--- src/rtl/wiper_ctrl_pkg.sv ---
package wiper_ctrl_pkg;

    typedef enum logic [3:0] {
        ST_IDLE,
        ST_ADDR,
        ST_ADDR_ACK,
        ST_INSTR,
        ST_INSTR_ACK,
        ST_DATA,
        ST_DATA_ACK,
        ST_READ,
        ST_READ_ACK,
        ST_IGNORE
    } tgt_state_t;

    localparam int BYTE_W    = 8;
    localparam int CNT_W     = $clog2(BYTE_W + 1);
    // instruction byte field positions
    localparam int INS_SEL_HI = 7;
    localparam int INS_SEL_LO = 6;
    localparam int INS_RST    = 5;
    localparam int INS_SHDN   = 4;
    localparam int INS_OUT1   = 3;
    localparam int INS_OUT2   = 2;

endpackage

--- src/rtl/i2c_line_sync.sv ---
module i2c_line_sync #(
    parameter int STAGES = 2
) (
    input  logic clk,
    input  logic rst_n,
    input  logic scl_i,
    input  logic sda_i,
    output logic sda_s,
    output logic scl_rise,
    output logic scl_fall,
    output logic start_det,
    output logic stop_det
);
    logic [STAGES-1:0] scl_pipe;
    logic [STAGES-1:0] sda_pipe;
    logic scl_q;
    logic sda_q;
    logic scl_s;

    generate
        if (STAGES == 1) begin : g_single
            always_ff @(posedge clk or negedge rst_n) begin
                if (!rst_n) begin
                    scl_pipe <= '1;
                    sda_pipe <= '1;
                end else begin
                    scl_pipe <= scl_i;
                    sda_pipe <= sda_i;
                end
            end
        end else begin : g_multi
            always_ff @(posedge clk or negedge rst_n) begin
                if (!rst_n) begin
                    scl_pipe <= '1;
                    sda_pipe <= '1;
                end else begin
                    scl_pipe <= {scl_pipe[STAGES-2:0], scl_i};
                    sda_pipe <= {sda_pipe[STAGES-2:0], sda_i};
                end
            end
        end
    endgenerate

    assign scl_s = scl_pipe[STAGES-1];
    assign sda_s = sda_pipe[STAGES-1];

    always_ff @(posedge clk or negedge rst_n) begin
        if (!rst_n) begin
            scl_q <= 1'b1;
            sda_q <= 1'b1;
        end else begin
            scl_q <= scl_s;
            sda_q <= sda_s;
        end
    end

    assign scl_rise  = ~scl_q & scl_s;
    assign scl_fall  = scl_q & ~scl_s;
    assign start_det = scl_q & scl_s & sda_q & ~sda_s;
    assign stop_det  = scl_q & scl_s & ~sda_q & sda_s;

endmodule

--- src/rtl/wiper_i2c_fsm.sv ---
module wiper_i2c_fsm
    import wiper_ctrl_pkg::*;
#(
    parameter logic [4:0] ADDR_PREFIX = 5'b01011
) (
    input  logic              clk,
    input  logic              rst_n,
    input  logic              sda_s,
    input  logic              scl_rise,
    input  logic              scl_fall,
    input  logic              start_det,
    input  logic              stop_det,
    input  logic [1:0]        strap,
    input  logic [BYTE_W-1:0] rd_byte,
    output logic              sda_oe,
    output logic              instr_we,
    output logic              data_we,
    output logic [BYTE_W-1:0] rx_byte
);
    tgt_state_t        state, nxt;
    logic [CNT_W-1:0]  bit_cnt;
    logic [BYTE_W-1:0] shreg;
    logic [BYTE_W-1:0] txreg;
    logic              byte_full;
    logic              addr_hit;
    logic              bus_evt;
    logic              rx_state;

    assign byte_full = (bit_cnt == CNT_W'(BYTE_W));
    assign addr_hit  = (shreg[7:3] == ADDR_PREFIX) && (shreg[2:1] == strap);
    assign bus_evt   = start_det | stop_det;
    assign rx_state  = (state == ST_ADDR) || (state == ST_INSTR) || (state == ST_DATA);

    // state register
    always_ff @(posedge clk or negedge rst_n) begin
        if (!rst_n)          state <= ST_IDLE;
        else if (start_det)  state <= ST_ADDR;
        else if (stop_det)   state <= ST_IDLE;
        else                 state <= nxt;
    end

    // next-state logic
    always_comb begin
        nxt = state;
        unique case (state)
            ST_IDLE:      nxt = ST_IDLE;
            ST_ADDR:      if (scl_fall && byte_full) nxt = addr_hit ? ST_ADDR_ACK : ST_IGNORE;
            ST_ADDR_ACK:  if (scl_fall) nxt = shreg[0] ? ST_READ : ST_INSTR;
            ST_INSTR:     if (scl_fall && byte_full) nxt = ST_INSTR_ACK;
            ST_INSTR_ACK: if (scl_fall) nxt = ST_DATA;
            ST_DATA:      if (scl_fall && byte_full) nxt = ST_DATA_ACK;
            ST_DATA_ACK:  if (scl_fall) nxt = ST_IGNORE;
            ST_READ:      if (scl_fall && byte_full) nxt = ST_READ_ACK;
            ST_READ_ACK:  if (scl_fall) nxt = ST_IGNORE;
            ST_IGNORE:    nxt = ST_IGNORE;
            default:      nxt = ST_IDLE;
        endcase
    end

    // outputs: bit counter, shift registers, SDA drive
    always_ff @(posedge clk or negedge rst_n) begin
        if (!rst_n) begin
            bit_cnt <= '0;
            shreg   <= '0;
            txreg   <= '0;
            sda_oe  <= 1'b0;
        end else if (bus_evt) begin
            bit_cnt <= '0;
            sda_oe  <= 1'b0;
        end else if (scl_rise) begin
            if (rx_state || state == ST_READ) bit_cnt <= bit_cnt + 1'b1;
            if (rx_state) shreg <= {shreg[BYTE_W-2:0], sda_s};
        end else if (scl_fall) begin
            unique case (state)
                ST_ADDR, ST_INSTR, ST_DATA: begin
                    if (byte_full) begin
                        bit_cnt <= '0;
                        sda_oe  <= (state != ST_ADDR) || addr_hit;
                    end
                end
                ST_ADDR_ACK: begin
                    sda_oe <= 1'b0;
                    if (shreg[0]) begin
                        txreg  <= rd_byte;
                        sda_oe <= ~rd_byte[BYTE_W-1];
                    end
                end
                ST_READ: begin
                    if (byte_full) begin
                        bit_cnt <= '0;
                        sda_oe  <= 1'b0;
                    end else begin
                        txreg  <= {txreg[BYTE_W-2:0], 1'b0};
                        sda_oe <= ~txreg[BYTE_W-2];
                    end
                end
                ST_INSTR_ACK, ST_DATA_ACK, ST_READ_ACK: sda_oe <= 1'b0;
                default: sda_oe <= 1'b0;
            endcase
        end
    end

    assign instr_we = (state == ST_INSTR) && scl_fall && byte_full && !bus_evt;
    assign data_we  = (state == ST_DATA)  && scl_fall && byte_full && !bus_evt;
    assign rx_byte  = shreg;

endmodule

--- src/rtl/wiper_regfile.sv ---
module wiper_regfile
    import wiper_ctrl_pkg::*;
#(
    parameter int NCH = 4,
    parameter int DW  = 8
) (
    input  logic              clk,
    input  logic              rst_n,
    input  logic              instr_we,
    input  logic              data_we,
    input  logic [BYTE_W-1:0] rx_byte,
    output logic [NCH*DW-1:0] wiper_o,
    output logic [NCH-1:0]    shdn_o,
    output logic [1:0]        gpo_o,
    output logic [BYTE_W-1:0] rd_byte
);
    localparam logic [DW-1:0] MID = DW'(1) << (DW - 1);

    logic [1:0] sel;
    logic [1:0] ins_sel;

    assign ins_sel = rx_byte[INS_SEL_HI:INS_SEL_LO];

    always_ff @(posedge clk or negedge rst_n) begin
        if (!rst_n) begin
            sel   <= '0;
            gpo_o <= '0;
        end else if (instr_we) begin
            sel   <= ins_sel;
            gpo_o <= {rx_byte[INS_OUT2], rx_byte[INS_OUT1]};
        end
    end

    generate
        for (genvar c = 0; c < NCH; c++) begin : g_ch
            always_ff @(posedge clk or negedge rst_n) begin
                if (!rst_n) begin
                    wiper_o[c*DW +: DW] <= MID;
                    shdn_o[c]           <= 1'b0;
                end else if (instr_we && ins_sel == 2'(c)) begin
                    if (rx_byte[INS_RST]) wiper_o[c*DW +: DW] <= MID;
                    shdn_o[c] <= rx_byte[INS_SHDN];
                end else if (data_we && sel == 2'(c)) begin
                    wiper_o[c*DW +: DW] <= DW'(rx_byte);
                end
            end
        end
    endgenerate

    assign rd_byte = BYTE_W'(wiper_o[sel*DW +: DW]);

endmodule

--- src/rtl/i2c_quad_wiper_ctrl.sv ---
module i2c_quad_wiper_ctrl
    import wiper_ctrl_pkg::*;
#(
    parameter int         NCH         = 4,
    parameter int         DW          = 8,
    parameter int         SYNC_STAGES = 2,
    parameter logic [4:0] ADDR_PREFIX = 5'b01011
) (
    input  logic              clk,
    input  logic              rst_n,
    input  logic              scl_i,
    input  logic              sda_i,
    output logic              sda_oe,
    input  logic [1:0]        strap,
    output logic [NCH*DW-1:0] wiper_o,
    output logic [NCH-1:0]    shdn_o,
    output logic [1:0]        gpo_o
);
    logic              sda_s;
    logic              scl_rise;
    logic              scl_fall;
    logic              start_det;
    logic              stop_det;
    logic              instr_we;
    logic              data_we;
    logic [BYTE_W-1:0] rx_byte;
    logic [BYTE_W-1:0] rd_byte;

    i2c_line_sync #(.STAGES(SYNC_STAGES)) u_sync (
        .clk       (clk),
        .rst_n     (rst_n),
        .scl_i     (scl_i),
        .sda_i     (sda_i),
        .sda_s     (sda_s),
        .scl_rise  (scl_rise),
        .scl_fall  (scl_fall),
        .start_det (start_det),
        .stop_det  (stop_det)
    );

    wiper_i2c_fsm #(.ADDR_PREFIX(ADDR_PREFIX)) u_fsm (
        .clk       (clk),
        .rst_n     (rst_n),
        .sda_s     (sda_s),
        .scl_rise  (scl_rise),
        .scl_fall  (scl_fall),
        .start_det (start_det),
        .stop_det  (stop_det),
        .strap     (strap),
        .rd_byte   (rd_byte),
        .sda_oe    (sda_oe),
        .instr_we  (instr_we),
        .data_we   (data_we),
        .rx_byte   (rx_byte)
    );

    wiper_regfile #(.NCH(NCH), .DW(DW)) u_regs (
        .clk      (clk),
        .rst_n    (rst_n),
        .instr_we (instr_we),
        .data_we  (data_we),
        .rx_byte  (rx_byte),
        .wiper_o  (wiper_o),
        .shdn_o   (shdn_o),
        .gpo_o    (gpo_o),
        .rd_byte  (rd_byte)
    );

endmodule

--- config.mk ---
export PLATFORM = sky130hd
export DESIGN_NAME = i2c_quad_wiper_ctrl
export DESIGN_NICKNAME = d
export VERILOG_FILES = /design/src/rtl/wiper_ctrl_pkg.sv /design/src/rtl/i2c_line_sync.sv /design/src/rtl/wiper_i2c_fsm.sv /design/src/rtl/wiper_regfile.sv /design/src/rtl/i2c_quad_wiper_ctrl.sv
export SDC_FILE = /design/constraint.sdc
export NUM_CORES = 1
export LEC_CHECK = 0
export BUFFER_PORTS_ARGS = -buffer_cell sky130_fd_sc_hd__buf_2
export CAP_MARGIN = 15
export CORE_MARGIN = 2
export CORE_UTILIZATION = 40
export CTS_BUF_LIST = sky130_fd_sc_hd__clkbuf_16
export CTS_CLUSTER_SIZE = 24
export DETAILED_ROUTE_END_ITERATION = 8
export GPL_TIMING_DRIVEN = 0
export PLACE_DENSITY_LB_ADDON = 0.3
export SLEW_MARGIN = 20
export SYNTH_ARGS = -nofsm -noshare
export SYNTH_HDL_FRONTEND = slang
export SYNTH_HIERARCHICAL = 1
export SYNTH_SLANG_ARGS = --single-unit
--- constraint.sdc ---
create_clock -name clk -period 2.5 [get_ports clk]
set_input_delay 0.25 -clock clk [delete_from_list [all_inputs] [get_ports clk]]
set_output_delay 0.25 -clock clk [all_outputs]
set_load 0.01 [all_outputs]
==> flow_summary.json <==
{
  "ys.flop_type": "dfrtp_1",
  "cp.required_ns": 2.75,
  "grt_start_max_net_pins": 53,
  "htree_num_levels": 3,
  "drc": 0,
  "fp.dieW_um": 99.2,
  "synth_cells": 314,
  "register_area_sq_um": 1760,
  "hp-start": "sda_i",
  "dieArea_sq_um": 9840,
  "r2r-start": "u_sync/sda_q",
  "clk_pin_slew_ns": 0.06,
  "syn_area_per_cell_sq_um": 11.5,
  "area_growth_pct": 24.8,
  "p_clk_frac": 0.455,
  "syn-num-nets": 322,
  "yosys.cell_types.count": 63,
  "worstMarginPinSlew_ns": 0.478,
  "cts_tree": "built",
  "core-area_sq_um": 8760,
  "routed_wl_um": 8930,
  "start_util": 0.414,
  "r2r_slack_ns": 0.17,
  "max_stage_delay_ns": 0.52,
  "p_leak_nw": 2.25,
  "synth-seq-cells": 70,
  "dpl.cell_count": 467,
  "pin_count": 45,
  "first_global_vias": 2695,
  "utilization": 0.516,
  "clock.fmax_mhz": 429,
  "rows": 34,
  "crit_slowest_cell": "dfstp_2",
  "antenna_found_initial": 0,
  "rr_worst_depth": 7,
  "min_path_cells": 1,
  "swShare": 0.267,
  "layout.nets": 387,
  "root_buffer": "clkbuf_16",
  "ant_nets": 0,
  "synth_area_leaders": "dfrtp_1 (41%), mux2i_1 (8.0%), dfstp_2 (7.2%)",
  "final_cell_mix": "dfrtp_1 (60), buf_2 (50), nand2_1 (37)",
  "via_per_inst": 5.66,
  "r2r_end": "u_regs/wiper_o[5]",
  "pwr-share-seq": 0.397,
  "nFillCells": 743,
  "path_delay_family": "simple AND/OR/NAND/NOR gates",
  "cts.sinks": 70,
  "die_h_um": 99.2,
  "worstPathCellList": "and4b_1 -> nor2_4 -> nand3_2 -> nor2_4 -> or3b_2 -> nand2_4 -> mux2i_1",
  "drive_above_1_share": 0.359,
  "min_to": "u_sync/sda_pipe[0]",
  "cp_common_cell": "nor2_4",
  "synth_seq_area_share": 0.487,
  "setup_viol": 0,
  "cp_max_fo": 8,
  "cts_max_path_buffers": 2,
  "period_needed_ns": 2.33,
  "insertedDiodeCount": 0,
  "yosysTopAreaCellShare": 0.414,
  "status": "finished clean",
  "rsz0062_at_grt": "no",
  "holdWs_ns": 0.0255,
  "numCtsBuffers": 9,
  "dp_hpwl_um": 6130,
  "grt_overflow": 0,
  "gp_congestion": 0.944,
  "yosys.area.top_type": "dfrtp_1",
  "p_int_mw": 2.51,
  "track_usage": 0.189,
  "finClkSkew_ns": 0.00743,
  "cp.arrival_ns": 2.58,
  "layout_commonest_cell": "dfrtp_1",
  "fin_cells": 492,
  "first_iter_violations": 222,
  "synth-edff-count": 0,
  "power_density_nw_per_um2": 755,
  "path_class": "flip-flop to flip-flop",
  "grt_pass1_wl_um": 14500,
  "pwr-share-comb": 0.148,
  "min_path_type": "input pin to flip-flop",
  "peakVddDrop_mv": 0.360,
  "dr.pass1.iters": 5,
  "vias": 2787,
  "fin_ws_ns": 0.172,
  "maxSlewViolCount": 0,
  "crit_buf_inv": 0,
  "io_buffer_count": 44,
  "async_flop_share": 1.00,
  "wl_per_cell_um": 18.1,
  "syn_area_sq_um": 3620,
  "multiInputGateArea_sq_um": 1760,
  "maxCapViolations": 0,
  "insertion_delay_ns": 0.33,
  "crit_path_end_kind": "flip-flop",
  "hold_viol": 0,
  "fin_crit_sh": 0.931,
  "dp_slack_ns": -0.414,
  "p_sw_mw": 0.910,
  "max_slew_margin": 0.681,
  "cp-start-kind": "flip-flop",
  "yosys_warnings": 6
}
[cells by family (layout without fill, tap and decap cells)]
| kind of cell | count (synthesis) | count (layout) | synth area share |
|---|---|---|---|
| AO/OA/AOI/OAI | 42 | 42 | 0.0863 |
| buffers and inverters | 32 | 102 | 0.0425 |
| AND/OR/NAND/NOR | 104 | 104 | 0.166 |
| adder cells (fa/ha/maj) | 2 | 2 | 0.00690 |
| multiplexers | 61 | 61 | 0.204 |
| XOR/XNOR | 3 | 3 | 0.00725 |
| flip-flops | 70 | 70 | 0.487 |
[worst reg2reg max path, stage by stage, from the launching register on]
cell and delay (ns):
dfstp_2 0.52, and4b_1 0.30, nor2_4 0.18, nand3_2 0.14
nor2_4 0.17, or3b_2 0.52, nand2_4 0.20, mux2i_1 0.21
[through the flow]
step | power [mW] | cell area [sq um] | setup TNS, ns
final | 3.42 | 4520 | 0
after floorplan | 1.69 | 3620 | 0
after global routing | 3.56 | 4520 | 0
after CTS | 3.42 | 4470 | 0
after global placement | 1.84 | 3980 | -6.03
after detailed placement | 1.86 | 4010 | -7.90
[state kept, by name, summed over array words and instances, names as in the netlist]
| signal | cells |
|---|---|
| u_regs/wiper_o | 32 |
| u_sync/sda_q | 1 |
| u_regs/shdn_o | 4 |
| u_sync/scl_pipe | 2 |
| u_fsm/state | 4 |
| u_regs/sel | 2 |
| u_fsm/sda_oe | 1 |
| u_regs/gpo_o | 2 |
| u_fsm/rx_byte | 8 |
| u_sync/scl_q | 1 |
| u_fsm/bit_cnt | 4 |
| u_sync/sda_pipe | 2 |
| u_fsm/txreg | 7 |
[how the worst max path moves through the flow]
stage	cells after the start	to	slack [ns]	from
final	7	u_regs/wiper_o[5]	0.17	u_sync/sda_q
after global routing	9	u_regs/wiper_o[26]	0.01	u_sync/sda_pipe[1]
after CTS	9	u_regs/wiper_o[13]	0.01	u_sync/sda_pipe[1]
after detailed placement	8	u_regs/wiper_o[13]	-0.41	u_sync/sda_pipe[1]
after global placement	8	u_regs/wiper_o[23]	-0.36	u_sync/sda_pipe[1]
after floorplan	8	u_regs/wiper_o[23]	0.17	u_sync/sda_pipe[1]
[synthesized netlist by cell type, drive strengths merged (2+ instances only)]
library cell   n
o21ai         11
a32oi          3
a21oi          7
nand2         39
nand3          8
dfstp         10
nor3b          2
nand4          2
nor3           7
nand4b         4
inv           17
nor4b          2
o31ai          3
xor2           3
nor2          12
mux2i         29
and3b          2
or2            2
or3            3
o2111ai        2
nand2b         5
mux4           8
buf           13
a221o          2
clkbuf         2
dfrtp         60
nor2b          5
mux2          24
a22o           2
nor4           2
and4b          3
ha             2
[what timing repair did]
action	CTS	global route
setup endpoints to repair	31	30
endpoints found under the hold margin	12	0
hold buffers	1	0
pin swaps	2	3
gates resized for setup	9	5
setup buffers	4	4
[power by group through the flow]
stage,registers (mW),logic (mW),clock network [mW]
3_3_place_gp,1.36,0.471,0
6_report,1.35,0.506,1.55
2_1_floorplan,1.33,0.357,0
3_5_place_dp,1.37,0.488,0
5_1_grt,1.37,0.559,1.63
4_1_cts,1.35,0.499,1.57
[cell type report]
type / count / area share
flip-flops and latches: 70 / 0.390
multi-input cells: 212 / 0.389
repair buffers: 54 / 0.0763
clock buffers: 9 / 0.0498
clock inverters: 7 / 0.0304
well taps: 108 / 0.0299
plain buffers: 15 / 0.0205
inverters: 17 / 0.0141
[layer usage]
metal,vias up,track usage,wire (um)
met4,0,0.0727,174
met3,15,0.0330,350
met1,1421,0.265,4030
li1,1277,-,-
met2,74,0.295,4370
met5,-,0,0
(Power assumes the default switching activity.)
